==> config.mk <==
export PLATFORM = sky130hd
export DESIGN_NAME = uart_rx_core
export DESIGN_NICKNAME = d
export VERILOG_FILES = /design/src/rtl/uart_rx_pkg.sv /design/src/rtl/uart_rx_sampler.sv /design/src/rtl/uart_rx_deser.sv /design/src/rtl/uart_rx_fifo.sv /design/src/rtl/uart_rx_core.sv
export SDC_FILE = /design/constraint.sdc
export NUM_CORES = 1
export LEC_CHECK = 0
export CAP_MARGIN = 20
export CELL_PAD_IN_SITES_DETAIL_PLACEMENT = 0
export CELL_PAD_IN_SITES_GLOBAL_PLACEMENT = 2
export CORE_MARGIN = 2
export CORE_UTILIZATION = 41
export DETAILED_ROUTE_END_ITERATION = 6
export GPL_ROUTABILITY_DRIVEN = 0
export PLACE_DENSITY = 0.81
export RECOVER_POWER = 50
export SYNTH_ARGS = -nofsm -noshare
export SYNTH_HDL_FRONTEND = slang
export SYNTH_SLANG_ARGS = --single-unit
==> constraint.sdc <==
create_clock -name clk_i -period 2.9 [get_ports clk_i]
set_input_delay 0.29 -clock clk_i [delete_from_list [all_inputs] [get_ports clk_i]]
set_output_delay 0.29 -clock clk_i [all_outputs]
set_load 0.05 [all_outputs]
==> src/rtl/uart_rx_pkg.sv <==
package uart_rx_pkg;
  localparam int unsigned DATA_W = 8;

  typedef struct packed {
    logic [DATA_W-1:0] data;
    logic              frm;
    logic              par;
    logic              brk;
    logic              ovr;
    logic              nse;
  } rx_word_t;

  typedef enum logic [2:0] {
    ERR_NONE = 3'd0,
    ERR_FRM  = 3'd1,
    ERR_PAR  = 3'd2,
    ERR_BRK  = 3'd3,
    ERR_OVR  = 3'd4,
    ERR_NSE  = 3'd5
  } err_code_e;

  typedef enum logic [2:0] {
    ST_IDLE,
    ST_START,
    ST_DATA,
    ST_PAR,
    ST_STOP,
    ST_HOLD
  } rx_state_e;
endpackage

==> src/rtl/uart_rx_sampler.sv <==
module uart_rx_sampler #(
  parameter int unsigned SYNC_STAGES = 2
) (
  input  logic clk_i,
  input  logic rst_ni,
  input  logic tick_i,
  input  logic rx_i,
  input  logic loop_tx_i,
  input  logic loopback_i,
  input  logic inv_i,
  input  logic majvote_i,
  output logic line_o,
  output logic bit_o,
  output logic noise_o
);
  logic                   raw;
  logic [SYNC_STAGES-1:0] sync_q;
  logic [1:0]             hist_q;
  logic                   maj;

  // polarity corrected before sync so reset value means mark
  assign raw = (loopback_i ? loop_tx_i : rx_i) ^ inv_i;

  always_ff @(posedge clk_i or negedge rst_ni) begin
    if (!rst_ni) sync_q <= '1;
    else         sync_q <= {sync_q[SYNC_STAGES-2:0], raw};
  end

  assign line_o = sync_q[SYNC_STAGES-1];

  always_ff @(posedge clk_i or negedge rst_ni) begin
    if (!rst_ni)     hist_q <= 2'b11;
    else if (tick_i) hist_q <= {hist_q[0], line_o};
  end

  assign maj     = (hist_q[1] & hist_q[0]) | (hist_q[1] & line_o) | (hist_q[0] & line_o);
  assign bit_o   = majvote_i ? maj : line_o;
  assign noise_o = majvote_i & ~((hist_q[1] == hist_q[0]) && (hist_q[0] == line_o));
endmodule

==> src/rtl/uart_rx_deser.sv <==
module uart_rx_deser
  import uart_rx_pkg::*;
#(
  parameter int unsigned OVS = 8
) (
  input  logic     clk_i,
  input  logic     rst_ni,
  input  logic     tick_i,
  input  logic     line_i,
  input  logic     bit_i,
  input  logic     noise_i,
  input  logic [1:0] wlen_i,
  input  logic     par_en_i,
  input  logic     par_even_i,
  input  logic     stop2_i,
  input  logic     msb_first_i,
  output logic     push_o,
  output rx_word_t word_o
);
  localparam int unsigned CW  = $clog2(OVS);
  localparam int unsigned MID = OVS / 2;

  rx_state_e         state_q;
  logic [CW-1:0]     cnt_q;
  logic [2:0]        idx_q;
  logic [DATA_W-1:0] data_q;
  logic              acc_q, zero_q, nse_q, frm_q, perr_q, stop2nd_q, push_q;
  rx_word_t          word_q;

  logic       at_mid, frm_n, zero_n, nse_n;
  logic [2:0] last_idx, pos;

  assign at_mid   = (cnt_q == CW'(OVS - 1));
  assign last_idx = {1'b1, wlen_i};
  assign pos      = msb_first_i ? (last_idx - idx_q) : idx_q;
  assign frm_n    = frm_q | ~bit_i;
  assign zero_n   = zero_q & ~bit_i;
  assign nse_n    = nse_q | noise_i;

  always_ff @(posedge clk_i or negedge rst_ni) begin
    if (!rst_ni) begin
      state_q   <= ST_IDLE;
      cnt_q     <= '0;
      idx_q     <= '0;
      data_q    <= '0;
      acc_q     <= 1'b0;
      zero_q    <= 1'b1;
      nse_q     <= 1'b0;
      frm_q     <= 1'b0;
      perr_q    <= 1'b0;
      stop2nd_q <= 1'b0;
      push_q    <= 1'b0;
      word_q    <= '0;
    end else begin
      push_q <= 1'b0;
      if (tick_i) begin
        unique case (state_q)
          ST_IDLE: begin
            if (!line_i) begin
              state_q <= ST_START;
              cnt_q   <= '0;
            end
          end
          ST_START: begin
            if (cnt_q == CW'(MID - 1)) begin
              cnt_q <= '0;
              if (bit_i) begin
                state_q <= ST_IDLE;
              end else begin
                state_q   <= ST_DATA;
                idx_q     <= '0;
                data_q    <= '0;
                acc_q     <= 1'b0;
                zero_q    <= 1'b1;
                nse_q     <= noise_i;
                frm_q     <= 1'b0;
                perr_q    <= 1'b0;
                stop2nd_q <= 1'b0;
              end
            end else begin
              cnt_q <= cnt_q + 1'b1;
            end
          end
          ST_DATA: begin
            if (at_mid) begin
              cnt_q       <= '0;
              data_q[pos] <= bit_i;
              acc_q       <= acc_q ^ bit_i;
              zero_q      <= zero_n;
              nse_q       <= nse_n;
              if (idx_q == last_idx) state_q <= par_en_i ? ST_PAR : ST_STOP;
              else                   idx_q   <= idx_q + 1'b1;
            end else begin
              cnt_q <= cnt_q + 1'b1;
            end
          end
          ST_PAR: begin
            if (at_mid) begin
              cnt_q   <= '0;
              perr_q  <= acc_q ^ bit_i ^ ~par_even_i;
              zero_q  <= zero_n;
              nse_q   <= nse_n;
              state_q <= ST_STOP;
            end else begin
              cnt_q <= cnt_q + 1'b1;
            end
          end
          ST_STOP: begin
            if (at_mid) begin
              cnt_q  <= '0;
              frm_q  <= frm_n;
              zero_q <= zero_n;
              nse_q  <= nse_n;
              if (stop2_i && !stop2nd_q) begin
                stop2nd_q <= 1'b1;
              end else begin
                push_q      <= 1'b1;
                word_q.data <= data_q;
                word_q.frm  <= frm_n;
                word_q.par  <= perr_q;
                word_q.brk  <= zero_n;
                word_q.ovr  <= 1'b0;
                word_q.nse  <= nse_n;
                // a space stop bit must clear before a new start is accepted
                state_q     <= bit_i ? ST_IDLE : ST_HOLD;
              end
            end else begin
              cnt_q <= cnt_q + 1'b1;
            end
          end
          ST_HOLD: begin
            if (line_i) state_q <= ST_IDLE;
          end
          default: state_q <= ST_IDLE;
        endcase
      end
    end
  end

  assign push_o = push_q;
  assign word_o = word_q;
endmodule

==> src/rtl/uart_rx_fifo.sv <==
module uart_rx_fifo
  import uart_rx_pkg::*;
#(
  parameter int unsigned DEPTH = 4,
  localparam int unsigned AW   = $clog2(DEPTH),
  localparam int unsigned CNTW = $clog2(DEPTH + 1)
) (
  input  logic            clk_i,
  input  logic            rst_ni,
  input  logic            push_i,
  input  rx_word_t        word_i,
  input  logic            pop_i,
  output rx_word_t        head_o,
  output logic            empty_o,
  output logic [CNTW-1:0] count_o
);
  rx_word_t        mem_q [DEPTH];
  logic [AW-1:0]   wr_q, rd_q, last_wr;
  logic [CNTW-1:0] count_q;
  logic            full, do_pop, do_push, ovr_mark;

  assign full     = (count_q == CNTW'(DEPTH));
  assign empty_o  = (count_q == '0);
  assign do_pop   = pop_i & ~empty_o;
  assign do_push  = push_i & (~full | do_pop);
  assign ovr_mark = push_i & full & ~do_pop;
  assign last_wr  = (wr_q == '0) ? AW'(DEPTH - 1) : wr_q - 1'b1;

  always_ff @(posedge clk_i or negedge rst_ni) begin
    if (!rst_ni) begin
      wr_q    <= '0;
      rd_q    <= '0;
      count_q <= '0;
      for (int i = 0; i < DEPTH; i++) mem_q[i] <= '0;
    end else begin
      if (do_push) begin
        mem_q[wr_q] <= word_i;
        wr_q        <= (wr_q == AW'(DEPTH - 1)) ? '0 : wr_q + 1'b1;
      end
      if (ovr_mark) mem_q[last_wr].ovr <= 1'b1;
      if (do_pop) rd_q <= (rd_q == AW'(DEPTH - 1)) ? '0 : rd_q + 1'b1;
      count_q <= count_q + CNTW'(do_push) - CNTW'(do_pop);
    end
  end

  assign head_o  = mem_q[rd_q];
  assign count_o = count_q;
endmodule

==> src/rtl/uart_rx_core.sv <==
module uart_rx_core
  import uart_rx_pkg::*;
#(
  parameter int unsigned OVS         = 8,
  parameter int unsigned DEPTH       = 4,
  parameter int unsigned SYNC_STAGES = 2
) (
  input  logic       clk_i,
  input  logic       rst_ni,
  input  logic       tick_i,
  input  logic       rx_i,
  input  logic       loop_tx_i,
  input  logic       loopback_i,
  input  logic       rx_inv_i,
  input  logic       majvote_i,
  input  logic [1:0] wlen_i,
  input  logic       par_en_i,
  input  logic       par_even_i,
  input  logic       stop2_i,
  input  logic       msb_first_i,
  input  logic       rts_en_i,
  input  logic       rts_inv_i,
  input  logic       pop_i,
  output logic [7:0] rd_data_o,
  output logic       rd_frm_o,
  output logic       rd_par_o,
  output logic       rd_brk_o,
  output logic       rd_ovr_o,
  output logic       rd_nse_o,
  output logic [2:0] err_code_o,
  output logic       empty_o,
  output logic       rts_o
);
  localparam int unsigned CNTW = $clog2(DEPTH + 1);

  logic            line_s, bit_s, noise_s;
  logic            deser_push;
  rx_word_t        deser_word;
  rx_word_t        head;
  logic [CNTW-1:0] fifo_count;
  err_code_e       code;
  logic            rts_act;

  uart_rx_sampler #(.SYNC_STAGES(SYNC_STAGES)) sampler_i (
    .clk_i     (clk_i),
    .rst_ni    (rst_ni),
    .tick_i    (tick_i),
    .rx_i      (rx_i),
    .loop_tx_i (loop_tx_i),
    .loopback_i(loopback_i),
    .inv_i     (rx_inv_i),
    .majvote_i (majvote_i),
    .line_o    (line_s),
    .bit_o     (bit_s),
    .noise_o   (noise_s)
  );

  uart_rx_deser #(.OVS(OVS)) deser_i (
    .clk_i      (clk_i),
    .rst_ni     (rst_ni),
    .tick_i     (tick_i),
    .line_i     (line_s),
    .bit_i      (bit_s),
    .noise_i    (noise_s),
    .wlen_i     (wlen_i),
    .par_en_i   (par_en_i),
    .par_even_i (par_even_i),
    .stop2_i    (stop2_i),
    .msb_first_i(msb_first_i),
    .push_o     (deser_push),
    .word_o     (deser_word)
  );

  uart_rx_fifo #(.DEPTH(DEPTH)) fifo_i (
    .clk_i  (clk_i),
    .rst_ni (rst_ni),
    .push_i (deser_push),
    .word_i (deser_word),
    .pop_i  (pop_i),
    .head_o (head),
    .empty_o(empty_o),
    .count_o(fifo_count)
  );

  always_comb begin
    if      (head.frm) code = ERR_FRM;
    else if (head.par) code = ERR_PAR;
    else if (head.brk) code = ERR_BRK;
    else if (head.ovr) code = ERR_OVR;
    else if (head.nse) code = ERR_NSE;
    else               code = ERR_NONE;
  end

  assign rts_act    = ~rts_en_i | (fifo_count <= CNTW'(DEPTH - 2));
  assign rts_o      = rts_act ^ rts_inv_i;
  assign rd_data_o  = head.data;
  assign rd_frm_o   = head.frm;
  assign rd_par_o   = head.par;
  assign rd_brk_o   = head.brk;
  assign rd_ovr_o   = head.ovr;
  assign rd_nse_o   = head.nse;
  assign err_code_o = code;
endmodule

==> results.md, run 1 <==
- Status: finished with violations
- Failing checks: capacitance limit, slew limit
- Cell family with most CP delay: buffers and inverters
- Site row count: 40
- Final period util: 0.936
- CP bufs+invs: 2
- Switching share of total power: 0.378
- Most frequent cells in the layout: 94 x dfrtp_1, 58 x mux2_2, 37 x inv_1, 28 x clkdlybuf4s50_1, 23 x nand2_1
- Chip width: 116 microns
- Most common cell after layout, fill and taps aside: dfrtp_1
- Crit-path cells: buf_4 > mux4_2 > clkdlybuf4s50_1
- Number of nets in the layout: 504
- Worst Path Arrival: 2420 ps
- Die Height: 116 microns
- Worst-Skew Late Latency: 350 ps
- Worst vdd ir: 344 uV
- Relative slew slack: -0.117
- Grt ovf: 0
- Clock Tree Buf Depth: 2
- WL/cell: 16.5 microns
- Drt drc: 0
- Syn avg cell area: 12.1 sq um
- Port Buffer Count: 34
- HPWL Detailed: 7440 microns
- Number of flops mapped to enable cells by yosys: 0
- Fmax: 0.369 GHz
- Fin Setup TNS: 0 ps
- Synth unique cells: 62
- Sequential share of the synthesized area: 0.483
- Fraction of registers with async set/reset: 1.00
- Final hold vios: 0
- Fraction of layout cells with a size suffix above 1: 0.255
- Final count of pins violating max slew: 29
- CP Capture Type: output pin
- Clock slew at reported path FFs: 70 ps
- 1st-iter DRT viols: 156
- Fin crit period: 2710 ps
- Hold/Removal Path Class: flip-flop to flip-flop
- Net switching power: 1.85 mW
- First-pass GRT wire length: 17800 microns
- Seq pwr share: 0.417
- Top FF cell, synth: dfrtp_1
- Layout fillers: 1105
- Overall Global Routing Usage: 0.171
- Largest stage delay, worst path: 710 ps
- Layout Cells excl Fill: 642
- P_leak: 2.70 nW
- RSZ-0062 raised after global routing: no
- P_int: 3.05 mW
- Drt total wl: 10600 microns
- WP data required: 2610 ps
- Max stage delay cell, worst path: clkdlybuf4s50_1
- PD cells: 815 nW/um^2
- Largest net degree at the start of global routing: 87
- Net Count, Synth: 461
- Combinational power share: 0.348
- #FFs+latches synth: 99
- Worst hold slack: 357 ps
- Starting Density: 0.425
- Synth top area cells: dfrtp_1 46%, mux2_2 13%, mux4_2 5.7%
- Largest area contributor in the netlist: dfrtp_1
- Setup CP Type: flip-flop to output pin
- Routed via count: 3468
- Mapped Area: 5150 sq um
- Setup violations, final: 0
- Drt first pass iters: 4
- Critical Path Fanout Max: 9
- Max-cap violation count: 1
- Number of diodes: 0
- Clock power share: 0.235
- Worst-margin pin slew: 1680 ps
- Number of I/O pins: 35
- Startpoint Class: flip-flop
- Post-DRT Antenna Nets: 0
- Core area: 12100 sq um
- Clock Skew: 7.87 ps
- Pre-CTS setup slack: 389 ps
- Via density per instance: 5.40
- CTS buffer count: 9
- Placed instance count: 624
- Post-Synthesis Cells: 426
- Final worst slack: 187 ps
- Synth Warn #: 0
- CTS Sinks: 99
- Initial antenna violation count: 0
- Area Growth Syn to Fin: 16.9%
- Synth top area share: 0.457
- Number of global-route vias before repair: 3452
- Clk root buf: clkbuf_16
- CTS tree: done
- H-tree levels: 3
- Die ar.: 13500 sq um
-- power groups by stage --
| stage | clock (mW) | sequential (mW) | combinational [mW] |
|---|---|---|---|
| 4_1_cts | 1.19 | 2.05 | 1.72 |
| 3_3_place_gp | 0 | 2.06 | 1.68 |
| 3_5_place_dp | 0 | 2.07 | 1.71 |
| 5_1_grt | 1.25 | 2.11 | 1.89 |
| 6_report | 1.15 | 2.04 | 1.70 |
| 2_1_floorplan | 0 | 1.89 | 1.36 |
-- what timing repair did --
| item | 4_1_cts | 5_1_grt |
|---|---|---|
| hold endpoints to repair | 0 | 28 |
| hold buffers | 0 | 1 |
| gates resized for setup | 0 | 0 |
| setup buffers | 0 | 0 |
-- registers in the layout, summed over array words and instances (netlist names), 2 cells and up --
signal	count
deser_i.idx_q	3
deser_i.word_o	12
fifo_i.wr_q	2
deser_i.data_q	8
fifo_i.count_o	3
fifo_i.rd_q	2
fifo_i.mem_q	52
sampler_i.hist_q	2
deser_i.cnt_q	3
deser_i.state_q	3
sampler_i.sync_q	2
-- cell families after synthesis --
kind of cell | share of synthesized area
buffers and inverters | 0.0496
adder cells (fa/ha/maj) | 0.0467
XOR/XNOR | 0.0136
multiplexers | 0.200
AND/OR/NAND/NOR | 0.0912
flip-flops | 0.483
AO/OA/AOI/OAI | 0.116
-- cell usage after synthesis (all sizes together) (2+ instances only) --
cell and count:
mux2 61, clkbuf 7, a32oi 2, nor4b 3
a21oi 7, a31oi 4, nand3 6, dfstp 5
inv 37, o211ai 12, o22ai 5, nand2b 8
nand2 23, and3 5, a211o 4, a21o 2
nor3 6, o2bb2ai 2, nor3b 5, a211oi 5
nor2b 5, o22a 2, mux4 13, a22o 4
nand4 5, nor2 12, mux2i 4, o21ai 12
buf 14, o31ai 2, xnor2 7, o221ai 8
dfrtp 94, fa 2, ha 16
-- stage by stage --
stage / power, mW / instance area (sq um) / util
2_1_floorplan: 3.26 / 5150 / -
3_3_place_gp: 3.74 / 5720 / 0.472
3_5_place_dp: 3.78 / 5720 / 0.472
4_1_cts: 4.96 / 6000 / 0.495
5_1_grt: 5.25 / 6020 / 0.497
6_report: 4.90 / 6020 / 0.497
-- routing by layer --
metal | vias up | global-route usage | wire, microns
met4 | 0 | 0.0587 | 94
met3 | 9 | 0.0397 | 288
met1 | 1756 | 0.227 | 4970
met2 | 51 | 0.278 | 5220
met5 | - | 0 | 0
li1 | 1652 | - | -
-- final timing paths --
check	from	end	slack [ps]	cells after the start
max in group asynchronous	rst_ni	fifo_i.mem_q[14]	490	4
worst max register to register	deser_i.cnt_q[0]	deser_i.stop2nd_q	630	6
worst min-delay path	sampler_i.sync_q[0]	sampler_i.sync_q[1]	360	0
worst max-delay path	fifo_i.rd_q[0]	rd_data_o[4]	190	3
min in group asynchronous	rst_ni	fifo_i.mem_q[32]	920	2
worst min register to register	sampler_i.sync_q[0]	sampler_i.sync_q[1]	360	0
-- final cells by class --
cell class / instances / area [sq um] / area share
flip-flops and latches: 99 / 2480 / 0.413
multi-input cells: 269 / 2410 / 0.400
repair buffers: 53 / 493 / 0.0819
clock buffers: 9 / 225 / 0.0374
well taps: 168 / 210 / 0.0349
inverters: 37 / 139 / 0.0231
clock inverters: 7 / 60.1 / 0.00998
Power figures use the tool's default switching activity.
==> run 2, diff against run 1 <==
Settings changed: CAP_MARGIN 20 to not set.
==> run 2 against run 1 <==
  * Largest cell class unchanged
  * Clock power is essentially flat
  * Wire length is essentially flat
  * Die area is the same
  * Setup slack lost 9.0 ps
  * Via count shrank 0.46%
  * Non-clock buffer count shrank 2
  * The run still ends with capacitance limit, slew limit left
==> results.md, run 2 (synthesis gave the netlist of run 1 again) <==
- P_leak: 2.69 nW
- Worst Path Arrival: 2430 ps
- Fmax: 0.367 GHz
- RR Startpoint: deser_i.cnt_q[0]
- Drt first pass iters: 4
- Post-cts sizing count: 0
- PD cells: 821 nW/um^2
- Relative slew slack: -0.439
- Hold EP: sampler_i.sync_q[1]
- Die ar.: 13500 sq um
- Number of nets in the layout: 502
- Fraction of layout cells with a size suffix above 1: 0.256
- Site row count: 40
- Hold Path Origin: sampler_i.sync_q[0]
- Hold depth: 0
- Most common cell after layout, fill and taps aside: dfrtp_1
- Status: finished with violations
- First-pass GRT wire length: 17800 microns
- H-tree levels: 3
- Switching share of total power: 0.380
- Die Height: 116 microns
- Initial antenna violation count: 0
- Core area: 12100 sq um
- Failing checks: capacitance limit, slew limit
- P_int: 3.05 mW
- Layout fillers: 1110
- Clk root buf: clkbuf_16
- Worst-margin pin slew: 2160 ps
- Seq pwr share: 0.417
- Setup CP Type: flip-flop to output pin
- Register name with the most flops: fifo_i.mem_q
- Number of global-route vias before repair: 3452
- Clock power share: 0.237
- Overall Global Routing Usage: 0.171
- Setup violations, final: 0
- RSZ-0062 raised after global routing: no
- Via density per instance: 5.39
- CTS buffer count: 9
- Final period util: 0.939
- Number of diodes: 0
- Largest register FFs: 52
- Fin Setup TNS: 0 ps
- Drt total wl: 10600 microns
- WP data required: 2610 ps
- Reg2reg end: deser_i.stop2nd_q
- WL/cell: 16.5 microns
- Post-CTS Setup Repair Bufs: 0
- Area Growth Syn to Fin: 16.2%
- Clock Skew: 8.22 ps
- Post-DRT Antenna Nets: 0
- HPWL Detailed: 7440 microns
- Critical Path Fanout Max: 9
- Fin crit period: 2720 ps
- Placed instance count: 624
- Port Buffer Count: 34
- Clock Tree Buf Depth: 2
- Startpoint Class: flip-flop
- Combinational power share: 0.347
- Drt drc: 0
- Final hold vios: 0
- Hold/Removal Path Class: flip-flop to flip-flop
- 1st-iter DRT viols: 154
- Chip width: 116 microns
- Design area: 5980 sq um
- CP Capture Type: output pin
- Reg-to-reg slack, setup: 620 ps
- Layout Cells excl Fill: 640
- Final count of pins violating max slew: 87
- Number of I/O pins: 35
- Starting Density: 0.425
- Grt ovf: 0
- Largest net degree at the start of global routing: 87
- Hold_buf cts: 0
- Worst vdd ir: 344 uV
- DP Area: 5720 sq um
- Routed via count: 3452
- Worst-Skew Late Latency: 350 ps
- Reg2Reg Depth: 6
- Max-cap violation count: 1
- Net switching power: 1.86 mW
- Most frequent cells in the layout: 94 x dfrtp_1, 58 x mux2_2, 37 x inv_1, 28 x clkdlybuf4s50_1, 23 x nand2_1
- CTS tree: done
- Clock slew at reported path FFs: 70 ps
- CTS Sinks: 99
-- run 2: layout make-up --
type                            count  area (sq um)  share of cell area
Clock buffer                        9           225              0.0376
Clock inverter                      7          60.1              0.0100
Inverter                           37           139              0.0232
Multi-Input combinational cell    269          2410               0.402
Sequential cell                    99          2480               0.415
Tap cell                          168           210              0.0351
Timing Repair Buffer               51           457              0.0763
-- run 2: critical path, stage by stage, from the launching register on --
cell             delay [ps]
dfrtp_1                 610
buf_4                   260
mux4_2                  500
clkdlybuf4s50_1         710
-- run 2: how the worst max path moves through the flow --
stage | end | slack (ps) | cells past startpoint | from
finish | rd_data_o[4] | 180 | 3 | fifo_i.rd_q[0]
global route | rd_data_o[5] | 50 | 3 | fifo_i.rd_q[0]
CTS | rd_data_o[4] | 130 | 3 | fifo_i.rd_q[0]
global placement | deser_i.state_q[0] | 420 | 7 | wlen_i[0]
floorplan | err_code_o[2] | 350 | 5 | fifo_i.rd_q[0]
detailed placement | deser_i.state_q[0] | 390 | 7 | wlen_i[0]
-- run 2: power by group through the flow --
stage | Clock (mW) | Combinational [mW] | Sequential [mW]
floorplan | 0 | 1.36 | 1.89
global placement | 0 | 1.68 | 2.06
detailed placement | 0 | 1.71 | 2.07
CTS | 1.19 | 1.72 | 2.05
global route | 1.25 | 1.88 | 2.11
finish | 1.16 | 1.70 | 2.04
-- run 2: routing by layer --
layer	vias up	track usage	wire (microns)
met1	1744	0.227	4960
met3	16	0.0397	327
met5	-	0	0
li1	1644	-	-
met4	0	0.0587	174
met2	48	0.278	5110
-- run 2: per-stage QoR --
stage,power (mW),utilization,setup slack [ps],hold slack (ps)
after global placement,3.74,0.472,416,346
after global routing,5.25,0.494,45.0,364
after floorplan,3.26,-,350,-5.59
after detailed placement,3.78,0.472,389,348
final,4.91,0.494,178,357
after CTS,4.96,0.495,126,184
==> run 3, diff against run 2 <==
Settings changed: CELL_PAD_IN_SITES_GLOBAL_PLACEMENT 2 to 1, CORE_UTILIZATION 41 to 48, PLACE_DENSITY 0.81 to 0.8.
==> run 3 against run 2 <==
  * The flow still finishes with violations (capacitance limit, slew limit)
  * Wire length decreased by 3.2%
  * Flip-flop and latch count did not move
  * Global-route usage grew 2.2 points
  * Fmax up 1.9%
  * Utilization is 7.1 points higher
  * Clock skew increased by 4.2 ps
  * Register-to-register slack got worse by 50 ps
  * Die area decreased by 14%
  * Highest routed layer unchanged
  * Largest cell class unchanged
  * First-iteration DRC count shrank 6.5%
  * Clock-buffer cell count unchanged
==> results.md, run 3 (synthesis gave the netlist of run 1 again) <==
- Hold_buf cts: 0
- Most common cell after layout, fill and taps aside: dfrtp_1
- P_int: 2.86 mW
- CTS buffer count: 9
- Clock power share: 0.198
- Site row count: 37
- Worst hold slack: 369 ps
- Design area: 5860 sq um
- HPWL Detailed: 7110 microns
- Drt drc: 0
- Drt total wl: 10200 microns
- Number of I/O pins: 35
- Clk root buf: clkbuf_8
- PD cells: 796 nW/um^2
- Area Growth Syn to Fin: 13.8%
- Worst-margin pin slew: 2150 ps
- Switching share of total power: 0.387
- Grt ovf: 0
- CTS Sinks: 99
- Final period util: 0.922
- Layout Cells excl Fill: 607
- Combinational power share: 0.370
- Layout fillers: 882
- Max-cap violation count: 1
- Fraction of layout cells with a size suffix above 1: 0.255
- First-pass GRT wire length: 17400 microns
- Clock Skew: 12.4 ps
- WP data required: 2610 ps
- Most frequent cells in the layout: 94 x dfrtp_1, 58 x mux2_2, 37 x inv_1, 28 x clkdlybuf4s50_1, 23 x nand2_1
- Failing checks: capacitance limit, slew limit
- Via density per instance: 5.67
- Overall Global Routing Usage: 0.194
- Total power: 4.66 mW
- Relative slew slack: -0.435
- Fin crit period: 2670 ps
- Final hold vios: 0
- Core Util, Final: 0.565
- Startpoint Class: flip-flop
- Placed instance count: 591
- Critical Path Fanout Max: 9
- Clock slew at reported path FFs: 100 ps
- RSZ-0062 raised after global routing: no
- Fmax: 0.374 GHz
- Register name with the most flops: fifo_i.mem_q
- Hold/Removal Path Class: flip-flop to flip-flop
- CTS tree: done
- H-tree levels: 3
- Final count of pins violating max slew: 90
- 1st-iter DRT viols: 144
- Largest net degree at the start of global routing: 90
- Die ar.: 11600 sq um
- Initial antenna violation count: 0
- Core area: 10400 sq um
- Drt first pass iters: 4
- Setup CP Type: flip-flop to output pin
- Seq pwr share: 0.431
- Port Buffer Count: 34
- Worst vdd ir: 466 uV
- Largest register FFs: 52
- Status: finished with violations
- Chip width: 108 microns
- Setup violations, final: 0
- Net switching power: 1.80 mW
- Worst Path Arrival: 2380 ps
- WL/cell: 16.9 microns
- Number of global-route vias before repair: 3490
- Pre-CTS setup slack: 384 ps
- DP Area: 5670 sq um
- Routed via count: 3443
- Number of nets in the layout: 501
- Starting Density: 0.496
- Worst-Skew Late Latency: 370 ps
- Clock Tree Buf Depth: 2
- Post-DRT Antenna Nets: 0
- Final worst slack: 227 ps
- Post-CTS Setup Repair Bufs: 0
- Die Height: 108 microns
- Number of diodes: 0
- Fin Setup TNS: 0 ps
- P_leak: 2.65 nW
- CP Capture Type: output pin
- Post-cts sizing count: 0
-- run 3: cell types whose count changed in the layout (fill, tap and decap cells not counted), sizes merged --
cell	previous run	this run
inv	41	40
clkinvlp	2	1
clkinv	1	2
bufinv	0	1
buf	17	16
-- run 3: worst paths after layout --
path / from / end / slack [ps] / cells after the start
min in group asynchronous: rst_ni / fifo_i.mem_q[32] / 530 / 1
setup reg to reg: deser_i.cnt_q[0] / deser_i.stop2nd_q / 570 / 6
hold / removal: sampler_i.sync_q[0] / sampler_i.sync_q[1] / 370 / 0
setup / recovery: fifo_i.rd_q[0] / rd_data_o[5] / 230 / 3
max in group asynchronous: rst_ni / deser_i.word_o[0] / 1100 / 1
hold reg to reg: sampler_i.sync_q[0] / sampler_i.sync_q[1] / 370 / 0
-- run 3: cell type report --
cell class,count,area (sq um),area share
timing repair buffer,50,449,0.0767
inverter,37,139,0.0237
tap,136,170,0.0291
clock buffer,9,124,0.0212
clock inverter,7,82.6,0.0141
sequential,99,2480,0.424
multi-input combinational,269,2410,0.411
-- run 3: power by group through the flow --
stage               sequential, mW  clock, mW  combinational [mW]
CTS                           2.02      0.953                1.74
floorplan                     1.89          0                1.36
detailed placement            2.04          0                1.74
finish                        2.01      0.923                1.73
global route                  2.07       1.02                1.92
global placement              2.03          0                1.69
-- run 3: worst max-delay path, cell delays in order, from the launching register on --
cell             delay (ps)
dfrtp_1                 470
buf_4                   270
mux4_2                  540
clkdlybuf4s50_1         730
-- run 3: metal layers --
metal | up-vias | part of all wire | global-route usage
met4 | 0 | 0.0072 | 0.0476
met2 | 66 | 0.48 | 0.309
met3 | 6 | 0.041 | 0.0521
met1 | 1725 | 0.47 | 0.264
li1 | 1646 | - | -
met5 | - | 0 | 0
